[src/rtl/ofd_pkg.sv]
// Package: shared types and helpers for the oscillator failure detector.
// Assumes: nothing beyond IEEE 1800-2017.
package ofd_pkg;

    // Window controller states
    typedef enum logic {
        WD_IDLE  = 1'b0,
        WD_WATCH = 1'b1
    } wd_state_e;

    // Convert a clock rate and a window in microseconds to a cycle count
    function automatic int win_cycles(input int clk_hz, input int win_us);
        return (clk_hz / 1_000_000) * win_us;
    endfunction

endpackage

[src/rtl/ofd_power_edge.sv]
// Module: ofd_power_edge
// Detects a low-to-high change of the power-good level.
// Assumes: pwr_good is already synchronous to clk. After reset the previous
// value is taken as 0, so power that is already good counts as a return.
module ofd_power_edge (
    input  logic clk,
    input  logic rst_n,
    input  logic pwr_good,
    output logic pwr_rise
);

    logic pwr_q;

    // Remember last cycle's power level
    always_ff @(posedge clk) begin
        if (!rst_n) pwr_q <= 1'b0;
        else        pwr_q <= pwr_good;
    end

    // Rise is the current level high with the previous level low
    always_comb pwr_rise = pwr_good && !pwr_q;

endmodule

[src/rtl/ofd_window_timer.sv]
// Module: ofd_window_timer
// Opens a WIN_CYC-cycle watch after a power return while the oscillator is
// enabled, and flags the edge on which the window closes without activity.
// Assumes: osc_tick is a synchronous pulse; the enable is sampled at start only.
module ofd_window_timer #(
    parameter int WIN_CYC = 625_000
) (
    input  logic clk,
    input  logic rst_n,
    input  logic start,
    input  logic osc_halt,
    input  logic osc_tick,
    input  logic pwr_good,
    output logic fail_evt
);
    import ofd_pkg::*;

    localparam int CNT_W = $clog2(WIN_CYC + 1);
    localparam logic [CNT_W-1:0] LAST = CNT_W'(WIN_CYC - 1);

    wd_state_e        state;
    logic [CNT_W-1:0] cnt;

    // Failure: last window cycle, still powered, no activity seen
    always_comb fail_evt = (state == WD_WATCH) && pwr_good && !osc_tick && (cnt == LAST);

    // Window state and cycle count
    always_ff @(posedge clk) begin
        if (!rst_n) begin
            state <= WD_IDLE;
            cnt   <= '0;
        end else begin
            unique case (state)
                WD_IDLE: begin
                    if (start && !osc_halt && !osc_tick) begin
                        state <= WD_WATCH;
                        cnt   <= '0;
                    end
                end
                WD_WATCH: begin
                    if (!pwr_good || osc_tick || cnt == LAST) state <= WD_IDLE;
                    else                                      cnt   <= cnt + 1'b1;
                end
                default: state <= WD_IDLE;
            endcase
        end
    end

endmodule

[src/rtl/ofd_fail_flag.sv]
// Module: ofd_fail_flag
// Holds the sticky failure flag and registers the one-cycle restore request.
// Assumes: a failure outranks a host clear on the same edge.
module ofd_fail_flag (
    input  logic clk,
    input  logic rst_n,
    input  logic fail_evt,
    input  logic clr_req,
    output logic osc_fail,
    output logic restore_base
);

    // Sticky flag: set on failure, otherwise cleared by a gated write
    always_ff @(posedge clk) begin
        if (!rst_n)        osc_fail <= 1'b0;
        else if (fail_evt) osc_fail <= 1'b1;
        else if (clr_req)  osc_fail <= 1'b0;
    end

    // Restore request follows the failure event for one cycle
    always_ff @(posedge clk) begin
        if (!rst_n) restore_base <= 1'b0;
        else        restore_base <= fail_evt;
    end

endmodule

[src/rtl/osc_fail_monitor.sv]
// Module: osc_fail_monitor (top)
// Checks after each power return that the timekeeping oscillator is alive.
// If it is not, the module sets a sticky flag and requests a base-time reload.
// Assumes: all inputs are synchronous to clk; CLK_HZ is a multiple of 1 MHz.
module osc_fail_monitor #(
    parameter int CLK_HZ = 125_000_000,
    parameter int WIN_US = 5_000
) (
    input  logic clk,
    input  logic rst_n,
    input  logic pwr_good,
    input  logic osc_halt,
    input  logic osc_tick,
    input  logic host_wr,
    input  logic host_wr_gate,
    input  logic host_wr_data,
    output logic osc_fail,
    output logic restore_base
);
    localparam int WIN_CYC = ofd_pkg::win_cycles(CLK_HZ, WIN_US);

    logic pwr_rise;
    logic fail_evt;
    logic clr_req;

    // Host clear only when writes are enabled and a zero is written
    always_comb clr_req = host_wr && host_wr_gate && !host_wr_data;

    ofd_power_edge u_edge (
        .clk      (clk),
        .rst_n    (rst_n),
        .pwr_good (pwr_good),
        .pwr_rise (pwr_rise)
    );

    ofd_window_timer #(.WIN_CYC(WIN_CYC)) u_timer (
        .clk      (clk),
        .rst_n    (rst_n),
        .start    (pwr_rise),
        .osc_halt (osc_halt),
        .osc_tick (osc_tick),
        .pwr_good (pwr_good),
        .fail_evt (fail_evt)
    );

    ofd_fail_flag u_flag (
        .clk          (clk),
        .rst_n        (rst_n),
        .fail_evt     (fail_evt),
        .clr_req      (clr_req),
        .osc_fail     (osc_fail),
        .restore_base (restore_base)
    );

endmodule

[config.mk]
export PLATFORM = sky130hd
export DESIGN_NAME = osc_fail_monitor
export DESIGN_NICKNAME = d
export VERILOG_FILES = /design/src/rtl/ofd_pkg.sv /design/src/rtl/ofd_power_edge.sv /design/src/rtl/ofd_window_timer.sv /design/src/rtl/ofd_fail_flag.sv /design/src/rtl/osc_fail_monitor.sv
export SDC_FILE = /design/constraint.sdc
export NUM_CORES = 1
export LEC_CHECK = 0
export CAP_MARGIN = 20
export CELL_PAD_IN_SITES_DETAIL_PLACEMENT = 0
export CELL_PAD_IN_SITES_GLOBAL_PLACEMENT = 1
export CORE_AREA = 2 2 50 76
export CTS_CLUSTER_SIZE = 16
export DETAILED_ROUTE_END_ITERATION = 12
export DIE_AREA = 0 0 52 78
export GPL_TIMING_DRIVEN = 0
export HOLD_SLACK_MARGIN = 0.06
export PLACE_DENSITY = 0.8
export SLEW_MARGIN = 20
export SYNTH_ARGS = -nofsm -noshare
export SYNTH_HDL_FRONTEND = slang
export SYNTH_SLANG_ARGS = --single-unit
[constraint.sdc]
create_clock -name clk -period 2.4 [get_ports clk]
set_clock_uncertainty 0.1 [all_clocks]
set_input_delay 0.24 -clock clk [delete_from_list [all_inputs] [get_ports clk]]
set_output_delay 0.24 -clock clk [all_outputs]
set_load 0.01 [all_outputs]
==> results of run 1 <==
-- Yosys cell counts (4+ instances only) --
cell type / n
a21oi_1: 12
nand3_1: 5
o21ai_0: 10
nor4_1: 5
nand2_1: 16
dfxtp_1: 24
a31oi_1: 4
nand4_1: 6
nor2_1: 16
-- critical path, delay by kind of cell, from the launching register on --
kind	cells	cell delay, ps
simple gates	2	650
flops	1	380
compound gates	3	420
buf+inv	2	340
fa+ha+maj	1	220
-- state kept, by name, summed over array words and instances (netlist names) --
name,count
u_flag.osc_fail,1
u_flag.restore_base,1
u_timer.state,1
u_edge.pwr_q,1
u_timer.cnt,20
-- routing by layer --
| layer | global-route usage [%] | vias up | routed length [µm] | part of all wire [%] |
|---|---|---|---|---|
| li1 | - | 637 | - | - |
| met1 | 21.9 | 633 | 1460 | 42 |
| met2 | 31.9 | 48 | 1770 | 51 |
| met3 | 2.31 | 11 | 157 | 4.5 |
| met4 | 10.5 | 0 | 97 | 2.8 |
| met5 | 0 | - | 0 | 0 |
-- where the power goes --
group / internal [mW] / total (mW) / switching [mW]
sequential: 0.399 / 0.401 / 0.00128
clock: 0.112 / 0.240 / 0.128
combinational: 0.0218 / 0.0514 / 0.0295
total: 0.533 / 0.692 / 0.159
-- logic make-up after synthesis --
kind of cell | after synthesis
and+or+nand+nor | 78
buffers and inverters | 10
AOI/OAI and AO/OA | 48
adders and majority gates | 1
DFF | 24
-- through the flow --
stage,power [mW],util [%]
finish,0.692,45.0
global route,0.718,45.0
CTS,0.694,44.9
detailed placement,0.461,43.7
global placement,0.459,43.7
floorplan,0.437,-
-- cell type report --
| type | instances | area (µm²) |
|---|---|---|
| clock buffers | 3 | 41.3 |
| well taps | 42 | 52.6 |
| inverters | 3 | 11.3 |
| fillers | 333 | 1840 |
| plain buffers | 7 | 43.8 |
| repair buffers | 9 | 90.1 |
| multi-input cells | 127 | 787 |
| flip-flops and latches | 24 | 483 |
-- what timing repair did --
item | 4_1_cts | 5_1_grt
gates resized for setup | 0 | 3
setup endpoints to repair | 0 | 4
endpoints found under the hold margin | 0 | 0
-- final timing paths --
check	slack, ps	from	end	cells after the start
setup / recovery	220	u_timer.cnt[0]	u_timer.cnt[4]	8
hold / removal	390	u_timer.cnt[0]	u_timer.cnt[0]	1
setup reg to reg	220	u_timer.cnt[0]	u_timer.cnt[4]	8
hold reg to reg	390	u_timer.cnt[0]	u_timer.cnt[0]	1
==> reports/metrics.yaml, run 1 <==
run_status:
  status: "complete, no violations"
synth:
  synth_cells: 161
  ys_seq_area_share_pct: 36.4
  synth_edf_count: 0
  ys_types: 45
  ys.flop_type: "dfxtp_1"
  synth_nets: 170
  synth_area_leader_cell: "dfxtp_1"
  synth_top_family_by_area: "simple AND/OR/NAND/NOR gates"
  yosysWarnings: 0
  synth_compound_area_share_pct: 23.3
  async_flop_share_pct: 0
  ys_ff_latch: 24
  synthDominantCellAreaShare_pct: 36.4
  avgSynthCellArea_um2: 8.20
  mappedNetlistArea_um2: 1320
  synth_fa_ha_area_share_pct: 0.948
  synth_mux_area_share_pct: 0
  yosys.area_share.simple_pct: 35.2
  synthTopCellsByArea: "dfxtp_1 36%, a21oi_1 4.5%, nand2_1 4.5%, nor2_1 4.5%, o21ai_0 3.8%"
  synth_xor_area_share_pct: 0
critical_path:
  cp-end-kind: "flop"
  path_cells: "ha_2 > nand4_1 > or4_4 > o221ai_2 > buf_6 > buf_6 > o21ai_1 > a21oi_1"
  worstPathRequired_ps: 2490
  cp_slowest_cell: "or4_4"
  path_class: "reg2reg"
  cpMostUsedCell: "buf_6"
  path_max_fanout: 10
  cp_slowest_stage_delay_ps: 530
  arrival_ps: 2270
  start_kind: "flop"
clock_tree:
  postCtsHoldBufs: 0
  post-cts-setup-buffer-count: 0
  cts_tree: "built"
  cts_buffers: 3
  ctsLongestPathBuffers: 2
  cts_root_buf: "clkbuf_8"
  clkSinkCount: 24
  clk_latency_ps: 260
  path_clk_slew_ps: 80
  h-tree-depth: 1
sta:
  fin_worst_hold_slack_ps: 389
  finalHoldViolCount: 0
  rsz0062_at_grt: "no"
  tightest_slew_ps: 566
  post-route-period-util_pct: 90.9
  slew_headroom_pct: 62.3
  max_freq_mhz: 458
  worst_slack_ps: 218
  slew_violations: 0
  setup_violations: 0
  fin_setup_tns_ps: 0
  min_period_ps: 2180
placement:
  port_buffers: 9
  placed_area_um2: 1460
  post-place-ws_ps: 117
  gp_congestion: 0.865
  dp_cells: 212
  dp_hpwl_um: 2550
die:
  start_util_pct: 39.4
  core.rowCount: 26
  pin_count: 10
  die_area_um2: 4060
  design.core.area_um2: 3350
  die_x_um: 52
  die_h_um: 78
grt:
  grt_use_total_pct: 18.8
  grt_pass1_vias: 1283
  grt-ovfl-total: 0
  grt_first_pass_wirelength_um: 5880
  antenna_found_initial: 0
  grt_max_degree: 13
cells_and_area:
  finalInstanceArea_um2: 1510
  areaGrowthSynthToFinish_pct: 14.3
  layout-drive-gt1-share_pct: 11.0
  antenna_cells: 0
  final_cell_mix: "22 x dfxtp_1, 16 x nand2_1, 16 x nor2_1"
  final_common_cell: "dfxtp_1"
  fin_nets: 184
  fin_cells: 215
power:
  leakage_nw: 0.511
  p_per_area_nw_per_um2: 459
  ir_drop_uv: 320
routing:
  drc_errors: 0
  vias: 1329
  via_per_inst: 6.18
  totalWireLength_um: 3490
  dr.pass1.iters: 4
  initialDrtViolationCount: 57
  detail-route-antenna-nets: 0
  drt-wirelength-per-cell_um: 16.2
flow_run:
  maxCapViolations: 0
worst_hold_path:
  hold_class: "reg2reg"
No activity file was read; power rests on OpenSTA's default activity.
==> inputs of run 2 (changes only) <==
Settings changed: CORE_AREA 2 2 50 76 to 2 2 58 87, DIE_AREA 0 0 52 78 to 0 0 60 89, PLACE_DENSITY 0.8 to 0.65.
==> reports/metrics.yaml, run 2 (same netlist as run 1, synthesis figures left out) <==
run_status:
  status: "complete, no violations"  # unchanged
sta:
  finalHoldViolCount: 0  # unchanged
  slew_violations: 0  # unchanged
  slew_headroom_pct: 63.6  # was 62.3%
  post-route-period-util_pct: 94.4  # was 90.9%
  tightest_slew_ps: 538  # was 566 ps
  max_freq_mhz: 442  # was 458 MHz
  setup_violations: 0  # unchanged
  min_period_ps: 2260  # was 2180 ps
cells_and_area:
  final_cell_mix: "23 x dfxtp_1, 16 x nand2_1, 16 x nor2_1"  # was 22 x dfxtp_1, 16 x nand2_1, 16 x nor2_1
  regMostFlops: "u_timer.cnt"  # unchanged
  areaGrowthSynthToFinish_pct: 18.6  # was 14.3%
  antenna_cells: 0  # unchanged
  fin_cells: 238  # was 215
  largest_reg_flops: 20  # unchanged
  fin_nets: 184  # unchanged
  final_common_cell: "dfxtp_1"  # unchanged
  n_fill_cell: 484  # was 333
  fin_util_pct: 34.5  # was 45.0%
  layout-drive-gt1-share_pct: 10.9  # was 11.0%
critical_path:
  cp-end-kind: "flop"  # unchanged
  path_class: "reg2reg"  # unchanged
  cp_slowest_cell: "or4_4"  # unchanged
  path_max_fanout: 10  # unchanged
  start_kind: "flop"  # unchanged
  worstPathRequired_ps: 2510  # was 2490 ps
  path_cells: "ha_2 > nand4_1 > or4_4 > o221ai_2 > buf_6 > buf_6 > o21ai_1 > a21oi_1"  # unchanged
  arrival_ps: 2370  # was 2270 ps
  crit_buf_inv: 2  # unchanged
  cp_slowest_stage_delay_ps: 520  # was 530 ps
  cp_top_family: "simple AND/OR/NAND/NOR gates"  # unchanged
  cpMostUsedCell: "buf_6"  # unchanged
power:
  switching_share_pct: 21.4  # was 22.9%
  p_clk_share_pct: 44.9  # was 34.7%
  p_sw_mw: 0.176  # was 0.159 mW
  ir_drop_uv: 154  # was 320 µV
  p_per_area_nw_per_um2: 524  # was 459 nW/µm²
  pwr-share-seq_pct: 48.8  # was 57.9%
  power_frac_comb_pct: 6.2  # was 7.4%
  leakage_nw: 0.524  # was 0.511 nW
  internal_power_mw: 0.645  # was 0.533 mW
placement:
  port_buffers: 9  # unchanged
  dp_cells: 234  # was 212
  gp_congestion: 0.758  # was 0.865
  dp_hpwl_um: 2700  # was 2550 µm
routing:
  dr.pass1.iters: 4  # unchanged
  drc_errors: 0  # unchanged
  drt-wirelength-per-cell_um: 15.4  # was 16.2 µm
  vias: 1284  # was 1329
  detail-route-antenna-nets: 0  # unchanged
  via_per_inst: 5.39  # was 6.18
  totalWireLength_um: 3670  # was 3490 µm
  initialDrtViolationCount: 45  # was 57
clock_tree:
  ctsLongestPathBuffers: 2  # unchanged
  cts_buffers: 3  # unchanged
  clk_latency_ps: 280  # was 260 ps
  h-tree-depth: 1  # unchanged
  cts_root_buf: "clkbuf_8"  # unchanged
  cts_tree: "built"  # unchanged
  path_clk_slew_ps: 90  # was 80 ps
  clkSinkCount: 24  # unchanged
  postCtsHoldBufs: 0  # unchanged
die:
  die_h_um: 89  # was 78 µm
  design.core.area_um2: 4540  # was 3350 µm²
  die_x_um: 60  # was 52 µm
  pin_count: 10  # unchanged
  die_area_um2: 5340  # was 4060 µm²
  start_util_pct: 29.1  # was 39.4%
  core.rowCount: 30  # was 26
flow_run:
  maxCapViolations: 0  # unchanged
grt:
  grt-ovfl-total: 0  # unchanged
  grt_max_degree: 15  # was 13
  antenna_found_initial: 0  # unchanged
  grt_pass1_vias: 1223  # was 1283
  grt_first_pass_wirelength_um: 5950  # was 5880 µm
  grt_use_total_pct: 15.1  # was 18.8%
worst_hold_path:
  hold_class: "reg2reg"  # unchanged
run 2: changes by cell type in the layout (fill, tap and decap cells not counted), sizes merged:
cell    delta
bufinv     +1
run 2: power groups by stage:
| stage | combinational [mW] | sequential [mW] | clock [mW] |
|---|---|---|---|
| global route | 0.0561 | 0.401 | 0.393 |
| global placement | 0.0510 | 0.410 | 0 |
| floorplan | 0.0274 | 0.410 | 0 |
| finish | 0.0511 | 0.401 | 0.369 |
| detailed placement | 0.0511 | 0.410 | 0 |
| CTS | 0.0513 | 0.401 | 0.379 |
run 2: timing repair:
item / CTS / global route
setup buffers: 0 / 0
setup endpoints to repair: 0 / 4
resized for setup: 0 / 2
run 2: per-layer routing:
metal / up-vias / global-route usage [%] / wire (µm)
li1: 639 / - / -
met1: 608 / 18.1 / 1600
met2: 28 / 25.7 / 1870
met3: 9 / 1.88 / 106
met4: 0 / 7.68 / 92
met5: - / 0 / 0
run 2: area by class of cell:
cell class	instances	area, µm²	area share, %
Tap cell	64	80.1	5.12
Multi-Input combinational cell	127	787	50.3
Timing Repair Buffer	9	90.1	5.76
Inverter	3	11.3	0.719
Buffer	7	43.8	2.80
Sequential cell	24	482	30.8
Clock inverter	1	30.0	1.92
Clock buffer	3	41.3	2.64
run 2: per-stage QoR:
stage               cell area (µm²)  power (mW)  setup WS [ps]  hold slack (ps)  TNS [ps]
floorplan                      1320       0.437            382              262         0
global placement               1490       0.461            160              381         0
detailed placement             1490       0.461            129              393         0
CTS                            1560       0.831            107              410         0
global route                   1570       0.850          -4.99              410     -4.99
finish                         1570       0.820            135              386         0
run 2: final timing paths:
path	end	cells after the start	slack (ps)	from
hold reg to reg	u_timer.cnt[0]	1	390	u_timer.cnt[0]
setup reg to reg	u_timer.cnt[2]	8	140	u_timer.cnt[1]
hold / removal	u_timer.cnt[0]	1	390	u_timer.cnt[0]
setup / recovery	u_timer.cnt[2]	8	140	u_timer.cnt[1]
==> inputs of run 3 (changes only) <==
Settings changed: ABC_AREA from default to 1, CORE_AREA 2 2 58 87 to 2 2 62 93, DIE_AREA 0 0 60 89 to 0 0 64 95, GPL_TIMING_DRIVEN 0 to default, PLACE_DENSITY 0.65 to 0.68.
==> reports/metrics.yaml, run 3 <==
synth:
  yosysWarnings: 0  # unchanged
  avgSynthCellArea_um2: 6.04  # was 8.20 µm²
  synth_area_leader_cell: "dfxtp_1"  # unchanged
  synth_fa_ha_area_share_pct: 0.818  # was 0.948%
  mappedNetlistArea_um2: 1530  # was 1320 µm²
  synth_cells: 253  # was 161
  synth_compound_area_share_pct: 7.36  # was 23.3%
  synth_top_family_by_area: "simple AND/OR/NAND/NOR gates"  # unchanged
  ys_types: 30  # was 45
  synth_edf_count: 0  # unchanged
  yosys-top-cells-count: "78 x nand2_1, 39 x nor2_1, 24 x dfxtp_1"  # was 24 x dfxtp_1, 16 x nand2_1, 16 x nor2_1
  yosys.area_share.simple_pct: 48.4  # was 35.2%
  ys.flop_type: "dfxtp_1"  # unchanged
  synthDominantCellAreaShare_pct: 31.4  # was 36.4%
  ys_seq_area_share_pct: 31.4  # was 36.4%
  synth_mux_area_share_pct: 0  # unchanged
  async_flop_share_pct: 0  # unchanged
  synthTopCellsByArea: "dfxtp_1 31%, nand2_1 19%, nor2_1 9.6%, nand3_1 7.2%, a21oi_1 5.6%"  # was dfxtp_1 36%, a21oi_1 4.5%, nand2_1 4.5%, nor2_1 4.5%, o21ai_0 3.8%
  ys_ff_latch: 24  # unchanged
  synth_xor_area_share_pct: 2.29  # was 0%
  synth_nets: 262  # was 170
  yosysMostFrequentCell: "nand2_1"  # was dfxtp_1
placement:
  post-place-ws_ps: 456  # was 129 ps
  gp_congestion: 0.793  # was 0.758
  dp_hpwl_um: 3210  # was 2700 µm
  placed_area_um2: 1680  # was 1490 µm²
  port_buffers: 9  # unchanged
  dp_cells: 326  # was 234
routing:
  initialDrtViolationCount: 68  # was 45
  vias: 1530  # was 1284
  drc_errors: 0  # unchanged
  totalWireLength_um: 4200  # was 3670 µm
  via_per_inst: 4.64  # was 5.39
  dr.pass1.iters: 4  # unchanged
  drt-wirelength-per-cell_um: 12.7  # was 15.4 µm
  detail-route-antenna-nets: 0  # unchanged
sta:
  finalHoldViolCount: 0  # unchanged
  min_period_ps: 1890  # was 2260 ps
  setup_violations: 0  # unchanged
  slew_headroom_pct: 67.7  # was 63.6%
  fin_setup_tns_ps: 0  # unchanged
  worst_slack_ps: 508  # was 135 ps
  post-route-period-util_pct: 78.8  # was 94.4%
  slew_violations: 0  # unchanged
  max_freq_mhz: 529  # was 442 MHz
  tightest_slew_ps: 484  # was 538 ps
  rsz0062_at_grt: "no"
cells_and_area:
  fin_nets: 270  # was 184
  antenna_cells: 0  # unchanged
  areaGrowthSynthToFinish_pct: 13.4  # was 18.6%
  finalInstanceArea_um2: 1730  # was 1570 µm²
  fin_cells: 330  # was 238
  regMostFlops: "u_timer.cnt"  # unchanged
  layout-drive-gt1-share_pct: 7.69  # was 10.9%
  largest_reg_flops: 20  # unchanged
  final_cell_mix: "78 x nand2_1, 39 x nor2_1, 24 x dfxtp_1"  # was 23 x dfxtp_1, 16 x nand2_1, 16 x nor2_1
  final_common_cell: "nand2_1"  # was dfxtp_1
worst_hold_path:
  min_to: "u_timer.cnt[1]"  # was u_timer.cnt[0]
  hold_class: "reg2reg"  # unchanged
  min-delay-start: "u_timer.cnt[1]"  # was u_timer.cnt[0]
  min_path_cells: 2  # was 1
die:
  die_area_um2: 6080  # was 5340 µm²
  core.rowCount: 33  # was 30
  design.core.area_um2: 5330  # was 4540 µm²
  pin_count: 10  # unchanged
  start_util_pct: 28.7  # was 29.1%
  die_x_um: 64  # was 60 µm
  die_h_um: 95  # was 89 µm
clock_tree:
  clk_latency_ps: 270  # was 280 ps
  h-tree-depth: 1  # unchanged
  cts_buffers: 3  # unchanged
  ctsLongestPathBuffers: 2  # unchanged
  post-cts-setup-buffer-count: 0  # unchanged
  cts_tree: "built"  # unchanged
  path_clk_slew_ps: 90  # about the same
  cts_root_buf: "clkbuf_8"  # unchanged
  postCtsHoldBufs: 0  # unchanged
  cts_resized: 0  # unchanged
  clkSinkCount: 24  # unchanged
critical_path:
  reg2reg_to: "u_timer.cnt[17]"  # was u_timer.cnt[2]
  cp_slowest_cell: "dfxtp_1"  # was or4_4
  cpMostUsedCell: "nand2_4"  # was buf_6
  arrival_ps: 1970  # was 2370 ps
  cp_top_family: "simple AND/OR/NAND/NOR gates"  # unchanged
  path_cells: "ha_1 > nand2_2 > clkinv_2 > nand2_1 > nor2_2 > nand3_2 > nand2_4 > nand2_4 > a21oi_1 > nor2_1"  # was ha_2 > nand4_1 > or4_4 > o221ai_2 > buf_6 > buf_6 > o21ai_1 > a21oi_1
  start_kind: "flop"  # unchanged
  path_max_fanout: 25  # was 10
  path_class: "reg2reg"  # unchanged
  crit_buf_inv: 1  # was 2
  r2r_cells: 10  # was 8
  cp_slowest_stage_delay_ps: 390  # was 520 ps
  cp-end-kind: "flop"  # unchanged
  r2r_slack_ps: 510  # was 140 ps
  r2r_start: "u_timer.cnt[0]"  # was u_timer.cnt[1]
  worstPathRequired_ps: 2480  # was 2510 ps
grt:
  grt_max_degree: 26  # was 15
  grt_first_pass_wirelength_um: 6950  # was 5950 µm
  antenna_found_initial: 0  # unchanged
  grt_pass1_vias: 1469  # was 1223
  grt-ovfl-total: 0  # unchanged
  grt_use_total_pct: 15.0  # was 15.1%
power:
  p_per_area_nw_per_um2: 426  # was 524 nW/µm²
  leakage_nw: 0.608  # was 0.524 nW
  ir_drop_uv: 159  # was 154 µV
  finalPower_mw: 0.740  # was 0.820 mW
flow_run:
  maxCapViolations: 0  # unchanged
run_status:
  status: "complete, no violations"  # unchanged
-- run 3: cells by family (layout without fill, tap and decap cells) --
logic type,Yosys count,in the layout
and+or+nand+nor,167,167
buffers and inverters,35,42
DFF,24,24
AOI/OAI and AO/OA,22,22
xor gates and xnor gates,4,4
adders and majority gates,1,1
-- run 3: how the worst max path moves through the flow --
stage | startpoint | to | slack [ps] | cells past startpoint
2_1_floorplan | u_timer.cnt[0] | u_timer.cnt[0] | 810 | 11
3_3_place_gp | pwr_good | u_timer.cnt[10] | 470 | 9
3_5_place_dp | pwr_good | u_timer.cnt[10] | 460 | 9
4_1_cts | u_timer.cnt[0] | u_timer.cnt[17] | 490 | 10
5_1_grt | u_timer.cnt[0] | u_timer.cnt[13] | 320 | 11
6_report | u_timer.cnt[0] | u_timer.cnt[17] | 510 | 10
-- run 3: layout make-up --
cell class	count	area, µm²
sequential	24	480
tap	70	87.6
clock buffer	4	55.1
inverter	26	98.8
multi-input combinational	194	900
timing repair buffer	12	113
fill	597	3590
-- run 3: where the power goes --
part | switching, mW | internal [mW]
clock network | 0.143 | 0.147
registers | 0.00155 | 0.400
logic | 0.0286 | 0.0190
-- run 3: worst min-delay path, stage by stage (launching register included) --
cell	delay, ps
dfxtp_1	340
inv_1	60
o21ai_1	60
-- run 3: metrics by stage --
stage / util, % / hold WS (ps)
2_1_floorplan: - / 233
3_3_place_gp: 31.5 / 373
3_5_place_dp: 31.5 / 373
4_1_cts: 32.6 / 391
5_1_grt: 32.6 / 419
6_report: 32.6 / 392
-- run 3: metal layers --
metal	wire length, µm	global-route usage (%)	vias up
met5	0	0	-
met2	2350	29.8	18
met1	1720	15.9	691
met3	71	1.07	4
li1	-	-	817
met4	68	6.52	0
